==> src/rtl/dline_pkg.sv <==
package dline_pkg;
  localparam int SLOT_W = 3;

  typedef struct packed {
    logic              clrLine;
    logic              shiftSrch;
    logic              takeHalf;
    logic              takeBit;
    logic              wordEnd;
    logic              wrEn;
    logic [SLOT_W-1:0] slot;
  } strobe_t;
endpackage

==> src/rtl/dline_dpath.sv <==
module dline_dpath
  import dline_pkg::*;
#(
  parameter int WORD_W = 8,
  parameter int NUM_SLOTS = 5,
  parameter logic [WORD_W-1:0] START_CODE = 8'h8B
) (
  input  logic                        clk,
  input  logic                        rstN,
  input  logic                        sampleIn,
  input  strobe_t                     st,
  output logic                        match,
  output logic                        pairErr,
  output logic                        lineErr,
  output logic [NUM_SLOTS*WORD_W-1:0] rxBank
);
  localparam int PAT_W = 2 * WORD_W;

  function automatic logic [PAT_W-1:0] encodeCode(input logic [WORD_W-1:0] c);
    logic [PAT_W-1:0] enc;
    for (int i = 0; i < WORD_W; i++) enc[2*i +: 2] = c[i] ? 2'b10 : 2'b01;
    return enc;
  endfunction

  localparam logic [PAT_W-1:0] PATTERN = encodeCode(START_CODE);

  logic [PAT_W-1:0]  srch;
  logic [PAT_W-1:0]  srchNext;
  logic              hReg;
  logic [WORD_W-1:0] wordSh;
  logic [WORD_W-1:0] wordFull;

  assign srchNext = {srch[PAT_W-2:0], sampleIn};
  assign match    = (srchNext == PATTERN);
  assign pairErr  = st.takeBit && (hReg == sampleIn);
  assign wordFull = {wordSh[WORD_W-2:0], hReg};

  always_ff @(posedge clk or negedge rstN) begin
    if (!rstN) begin
      srch    <= '0;
      hReg    <= 1'b0;
      wordSh  <= '0;
      lineErr <= 1'b0;
    end else begin
      if (st.clrLine) srch <= '0;
      else if (st.shiftSrch) srch <= srchNext;
      if (st.takeHalf) hReg <= sampleIn;
      if (st.takeBit) wordSh <= wordFull;
      if (st.clrLine) lineErr <= 1'b0;
      else if (pairErr) lineErr <= 1'b1;
    end
  end

  for (genvar k = 0; k < NUM_SLOTS; k++) begin : gSlot
    logic [WORD_W-1:0] slotReg;
    always_ff @(posedge clk or negedge rstN) begin
      if (!rstN) slotReg <= '0;
      else if (st.wordEnd && st.wrEn && st.slot == SLOT_W'(k)) slotReg <= wordFull;
    end
    assign rxBank[k*WORD_W +: WORD_W] = slotReg;
  end
endmodule

==> src/rtl/dline_ctrl.sv <==
module dline_ctrl
  import dline_pkg::*;
#(
  parameter int WORD_W = 8,
  parameter int NUM_WORDS = 15,
  parameter int FIRST_WORD = 3,
  parameter int SOLO_WORD = 5,
  parameter int RUN_FIRST = 11,
  parameter int NUM_SLOTS = 5
) (
  input  logic    clk,
  input  logic    rstN,
  input  logic    lineWin,
  input  logic    fieldStart,
  input  logic    match,
  input  logic    pairErr,
  input  logic    lineErr,
  output strobe_t st,
  output logic    validPulse,
  output logic    availN
);
  localparam int PAT_W = 2 * WORD_W;
  localparam int SC_W  = $clog2(PAT_W);
  localparam int BC_W  = $clog2(WORD_W);
  localparam int WC_W  = $clog2(NUM_WORDS + 1);
  localparam logic [SC_W-1:0] SC_MAX   = SC_W'(PAT_W - 1);
  localparam logic [BC_W-1:0] BC_LAST  = BC_W'(WORD_W - 1);
  localparam logic [WC_W-1:0] WC_LAST  = WC_W'(NUM_WORDS);
  localparam logic [WC_W-1:0] WC_FIRST = WC_W'(FIRST_WORD);
  localparam logic [WC_W-1:0] WC_SOLO  = WC_W'(SOLO_WORD);
  localparam logic [WC_W-1:0] WC_RUN0  = WC_W'(RUN_FIRST);
  localparam logic [WC_W-1:0] WC_RUNE  = WC_W'(RUN_FIRST + NUM_SLOTS - 1);

  typedef enum logic [1:0] {S_IDLE, S_SEARCH, S_DECODE, S_DONE} state_t;

  state_t          state, nextState;
  logic [SC_W-1:0] srchCnt;
  logic            half;
  logic [BC_W-1:0] bitCnt;
  logic [WC_W-1:0] wordCnt;
  logic            lastBit;
  logic            slotHit;
  logic [WC_W-1:0] runOff;
  logic            trigPulse;
  logic            availLow;

  assign slotHit = (wordCnt == WC_SOLO) || (wordCnt >= WC_RUN0 && wordCnt < WC_RUNE);
  assign runOff  = wordCnt - WC_RUN0 + WC_W'(1);

  always_comb begin
    st        = '0;
    nextState = state;
    lastBit   = 1'b0;
    unique case (state)
      S_IDLE: if (lineWin) begin
        st.clrLine = 1'b1;
        nextState  = S_SEARCH;
      end
      S_SEARCH: if (!lineWin) nextState = S_IDLE;
      else begin
        st.shiftSrch = 1'b1;
        if (match && srchCnt == SC_MAX) nextState = S_DECODE;
      end
      S_DECODE: if (!lineWin) nextState = S_IDLE;
      else if (!half) st.takeHalf = 1'b1;
      else begin
        st.takeBit = 1'b1;
        if (bitCnt == BC_LAST) begin
          st.wordEnd = 1'b1;
          st.wrEn    = slotHit;
          st.slot    = (wordCnt == WC_SOLO) ? '0 : SLOT_W'(runOff);
          if (wordCnt == WC_LAST) begin
            lastBit   = 1'b1;
            nextState = S_DONE;
          end
        end
      end
      S_DONE: if (!lineWin) nextState = S_IDLE;
      default: nextState = S_IDLE;
    endcase
  end

  always_ff @(posedge clk or negedge rstN) begin
    if (!rstN) begin
      state      <= S_IDLE;
      srchCnt    <= '0;
      half       <= 1'b0;
      bitCnt     <= '0;
      wordCnt    <= '0;
      validPulse <= 1'b0;
      trigPulse  <= 1'b0;
      availLow   <= 1'b0;
    end else begin
      state <= nextState;
      if (st.clrLine) srchCnt <= '0;
      else if (st.shiftSrch && srchCnt != SC_MAX) srchCnt <= srchCnt + SC_W'(1);
      if (state == S_SEARCH && nextState == S_DECODE) begin
        half    <= 1'b0;
        bitCnt  <= '0;
        wordCnt <= WC_FIRST;
      end else begin
        if (st.takeHalf) half <= 1'b1;
        if (st.takeBit) begin
          half   <= 1'b0;
          bitCnt <= bitCnt + BC_W'(1);
        end
        if (st.wordEnd) wordCnt <= wordCnt + WC_W'(1);
      end
      validPulse <= lastBit && !(lineErr || pairErr);
      trigPulse  <= (state == S_IDLE) && lineWin;
      if (validPulse) availLow <= 1'b1;
      else if (fieldStart) availLow <= 1'b0;
    end
  end

  assign availN = !(availLow || trigPulse);
endmodule

==> src/rtl/dline_extract.sv <==
module dline_extract #(
  parameter int WORD_W = 8,
  parameter int NUM_WORDS = 15,
  parameter int FIRST_WORD = 3,
  parameter int SOLO_WORD = 5,
  parameter int RUN_FIRST = 11,
  parameter int NUM_SLOTS = 5,
  parameter logic [WORD_W-1:0] START_CODE = 8'h8B
) (
  input  logic                        clk,
  input  logic                        rstN,
  input  logic                        sampleIn,
  input  logic                        lineWin,
  input  logic                        fieldStart,
  output logic                        validPulse,
  output logic                        errFlag,
  output logic                        availN,
  output logic [NUM_SLOTS*WORD_W-1:0] rxBank
);
  dline_pkg::strobe_t st;
  logic match;
  logic pairErr;

  dline_ctrl #(
    .WORD_W(WORD_W), .NUM_WORDS(NUM_WORDS), .FIRST_WORD(FIRST_WORD),
    .SOLO_WORD(SOLO_WORD), .RUN_FIRST(RUN_FIRST), .NUM_SLOTS(NUM_SLOTS)
  ) i_ctrl (
    .clk(clk), .rstN(rstN), .lineWin(lineWin), .fieldStart(fieldStart),
    .match(match), .pairErr(pairErr), .lineErr(errFlag), .st(st),
    .validPulse(validPulse), .availN(availN)
  );

  dline_dpath #(
    .WORD_W(WORD_W), .NUM_SLOTS(NUM_SLOTS), .START_CODE(START_CODE)
  ) i_dpath (
    .clk(clk), .rstN(rstN), .sampleIn(sampleIn), .st(st),
    .match(match), .pairErr(pairErr), .lineErr(errFlag), .rxBank(rxBank)
  );
endmodule

==> config.mk <==
export PLATFORM = sky130hd
export DESIGN_NAME = dline_extract
export DESIGN_NICKNAME = d
export VERILOG_FILES = /design/src/rtl/dline_pkg.sv /design/src/rtl/dline_dpath.sv /design/src/rtl/dline_ctrl.sv /design/src/rtl/dline_extract.sv
export SDC_FILE = /design/constraint.sdc
export NUM_CORES = 1
export LEC_CHECK = 0
export BUFFER_PORTS_ARGS = -buffer_cell sky130_fd_sc_hd__buf_2
export CAP_MARGIN = 0
export CORE_UTILIZATION = 55
export DETAILED_ROUTE_END_ITERATION = 7
export HOLD_SLACK_MARGIN = 0.08
export PLACE_DENSITY = 0.77
export SYNTH_ARGS = -nofsm -noshare
export SYNTH_HDL_FRONTEND = slang
export SYNTH_SLANG_ARGS = --single-unit
==> constraint.sdc <==
create_clock -name clk -period 6.6 [get_ports clk]
set_clock_uncertainty 0.1 [all_clocks]
set_input_delay 0.33 -clock clk [delete_from_list [all_inputs] [get_ports clk]]
set_output_delay 0.33 -clock clk [all_outputs]
set_load 0.02 [all_outputs]
==> reports/qor.txt <==
TIMING
--------------------------------------------------------------------------------------------------
Crit path setup slack, layout                                                              3.92 ns
Final setup violation count                                                                      0
Relative slew slack                                                                          35.1%
Max Clock Freq                                                                             373 MHz
Final-report hold violation count                                                                0
Worst Hold Margin                                                                         0.144 ns
Final critical-path share of the clock period                                                40.6%
Unrepaired setup endpoints after global routing                                              false
Final-report max-slew violation count                                                            0
Tightest Pin Transition                                                                   0.974 ns
Setup_tns                                                                                     0 ns
Final worst path period need                                                               2.68 ns

DRT
--------------------------------------------------------------------------------------------------
Post-detailed-route wirelength per cell                                                    15.8 um
Final ANT Viol Nets                                                                              0
Vias/cell                                                                                     5.63
Number of vias in the routed layout                                                           2200
DRC violations left                                                                              0
Overall routed net length                                                                  6.18 mm
Initial DRT Pass Iterations                                                                      4
Number of DRC violations after detailed-routing iteration 0                                    132

WORST SETUP PATH
--------------------------------------------------------------------------------------------------
Largest delay share family, worst path                                                simple AND/OR/NAND/NOR gates
Cell chain of the critical path                                                       and4b_1, nand3_4, nor3_2, mux2_2
Critical path fanouts, max                                                                      18
Delay contributed by the slowest stage of the critical path                                0.72 ns
Crit path capture type                                                                    register
Type of the worst setup path                                                          register to register
Data arrival time of the critical path                                                     2.82 ns
Worst Path Required                                                                        6.74 ns
Bufs and invs on worst path                                                                      0
Startpoint type of the worst setup path                                                   register
Master of the slowest instance on the critical path                                         nor3_2

CTS
--------------------------------------------------------------------------------------------------
Later-pin clock latency in the skew report                                                 0.35 ns
TritonCTS sink count                                                                            81
Maximum clock path buffer count                                                                  2
Clock transition time at the flip-flop clock pins of the worst setup and hold paths        0.08 ns
Post-CTS Setup Inserts                                                                           0
H-tree levels                                                                                    3
Number of clock buffers inserted by TritonCTS                                                    9
Clock tree from TritonCTS                                                                      yes
Master cell of the clock root buffer                                                      clkbuf_8

HOLD PATH
--------------------------------------------------------------------------------------------------
Hold WC Path Type                                                                     input pin to register

GRT
--------------------------------------------------------------------------------------------------
All-layer global routing usage                                                               21.1%
Wire length of the first global-routing pass                                               10.1 mm
Maximum number of pins on one net before global-route repair                                    82
Vias in the first global route                                                                2034
Antenna violations before repair                                                                 0
Sum of overflow across all layers after global routing                                           0

SYNTH
--------------------------------------------------------------------------------------------------
Largest family of logic cells by synthesized area                                     simple AND/OR/NAND/NOR gates
Synth unique cells                                                                              44
Number of register bits inferred by synthesis                                                   81
Adder-cell share of the synthesized area                                                     2.21%
Synthesized-area fraction occupied by and/or/nand/nor cells                                  13.0%
Total nets after synthesis                                                                     274
Yosys warnings                                                                                   0
Synthesized instance count                                                                     263
Multiplexer fraction of the synthesized cell area                                            11.8%
Async set-or-reset flop fraction in the synthesized netlist                                   100%
Mean instance size in the synthesized netlist                                             12.9 um2
Post-synth EDFFs                                                                                 0
Compound-cell area share of the yosys netlist                                                8.64%
Post-synthesis sequential area ratio                                                         59.6%
Synthesized-area fraction occupied by xor and xnor cells                                     2.32%
Post-synthesis instance area                                                              3400 um2
Prevailing post-synth register cell                                                        dfrtp_1

CELLS AND AREA
--------------------------------------------------------------------------------------------------
Ant diodes                                                                                       0
Post-Layout Inst Area                                                                     3870 um2
Most used cells in the layout excluding fill and tap cells                            81 x dfrtp_1, 46 x buf_2, 33 x nand2_1
Layout Cells excl Fill                                                                         391
Most frequent standard cell in the layout excluding fill and tap cells                     dfrtp_1
Final core area utilization                                                                  65.0%
Proportion of layout cells with a drive suffix above 1                                       31.6%
Number of nets at the end of the flow                                                          322
Area growth from synthesis to layout                                                         13.8%

FLOORPLAN
--------------------------------------------------------------------------------------------------
Die Width                                                                                  80.6 um
Initial core utilization                                                                     57.1%
Placeable core region                                                                     5960 um2
Overall die area                                                                          6500 um2
DIE HEIGHT                                                                                 80.6 um
Number of primary I/O pins                                                                      48
Row cnt                                                                                         28

PLACE
--------------------------------------------------------------------------------------------------
Weighted congestion reported at the end of routability-driven placement                      0.788
Area post-placement                                                                       3670 um2
Post-place setup slack                                                                     3.94 ns
I/O Buffers                                                                                     47
DP Cell Count                                                                                  374
Detail Placement HPWL                                                                      4.21 mm

POWER
--------------------------------------------------------------------------------------------------
Total power divided by cell area                                                        227 nW/um2
Total power                                                                                 879 uW
Leakage Power                                                                              2.07 nW
Peak supply drop                                                                          0.139 mV

RUN
--------------------------------------------------------------------------------------------------
Maximum capacitance violations                                                                   0

RUN STATUS
--------------------------------------------------------------------------------------------------
Outcome                                                                               finished, final reports clean

synth_stat cells, drive strengths merged (2+ instances only):
| cell | instances | area, um2 |
|---|---|---|
| buf | 6 | 46.3 |
| nand2b | 2 | 12.5 |
| nand3 | 7 | 47.6 |
| a22o | 23 | 201 |
| dfrtp | 81 | 2030 |
| nand3b | 2 | 15.0 |
| a21oi | 4 | 20.0 |
| nand2 | 33 | 124 |
| clkbuf | 5 | 18.8 |
| xnor2 | 6 | 52.6 |
| ha | 6 | 75.1 |
| mux2 | 33 | 402 |
| and3 | 3 | 18.8 |
| o21ai | 3 | 15.0 |
| xor2 | 3 | 26.3 |
| nor3 | 6 | 35.0 |
| or4 | 2 | 18.8 |
| nor4bb | 2 | 20.0 |
| nor2 | 11 | 41.3 |
| nand4 | 4 | 25.0 |
| inv | 5 | 18.8 |
| nor2b | 2 | 12.5 |
registers in the layout, indices dropped and copies added, names as in the netlist, 2 cells and up:
name,count
i_ctrl.state,2
i_dpath.gSlot.slotReg,40
i_dpath.wordSh,7
i_ctrl.srchCnt,4
i_dpath.srch,15
i_ctrl.wordCnt,4
i_ctrl.bitCnt,3
what timing repair did:
item | CTS | global route
hold buffers | 1 | 0
hold endpoints to repair | 49 | 0
resized for setup | 0 | 0
per-layer routing:
metal	track usage [%]	up-vias	share of wire [%]
li1	-	1042	-
met1	30.7	1106	48
met2	30.8	44	47
met3	4.55	8	3.6
met4	8.39	0	1.2
met5	0	-	0
power by group:
| group | leakage, nW | switching, mW | total, mW | internal [mW] |
|---|---|---|---|---|
| registers | 1.12 | 0.00477 | 0.506 | 0.501 |
| logic | 0.849 | 0.0185 | 0.0260 | 0.00747 |
| clock network | 0.0966 | 0.199 | 0.348 | 0.148 |
| total | 2.07 | 0.222 | 0.879 | 0.657 |
layout make-up:
type                            instances  area (um2)
Fill cell                             462        2090
Sequential cell                        81        2030
Multi-Input combinational cell        166        1290
Timing Repair Buffer                   48         248
Clock buffer                            9         124
Tap cell                               75        93.8
Clock inverter                          7        67.6
Inverter                                5        18.8
worst min-delay path, delay by kind of cell:
| kind | cells | cell delay, ns |
|---|---|---|
| buffers and inverters | 2 | 0.13 |
| AOI/OAI and AO/OA | 1 | 0.10 |
path summary, 6_finish.rpt:
check                                                                to  depth (start not counted)  slack, ns                        start
worst max-delay path            i_dpath.gSlot[1].slotReg[0]$_DFFE_PN0P_                          4       3.92    i_ctrl.state[0]$_DFF_PN0_
min in group asynchronous       i_dpath.gSlot[4].slotReg[6]$_DFFE_PN0P_                          2       0.58                         rstN
worst min-delay path                        i_ctrl.availLow$_DFFE_PN0P_                          3       0.14                   fieldStart
max in group asynchronous                 i_ctrl.wordCnt[1]$_DFFE_PN0P_                          2       5.20                         rstN
worst max register to register  i_dpath.gSlot[1].slotReg[0]$_DFFE_PN0P_                          4       3.92    i_ctrl.state[0]$_DFF_PN0_
worst min register to register              i_ctrl.availLow$_DFFE_PN0P_                          1       0.36  i_ctrl.validPulse$_DFF_PN0_
cells by family after synthesis:
group                    Yosys count
flip-flops                        81
AO/OA/AOI/OAI                     37
adder cells (fa/ha/maj)            6
AND/OR/NAND/NOR                   81
buffers and inverters             16
XOR/XNOR                           9
multiplexers                      33
Power figures use the tool's default switching activity.
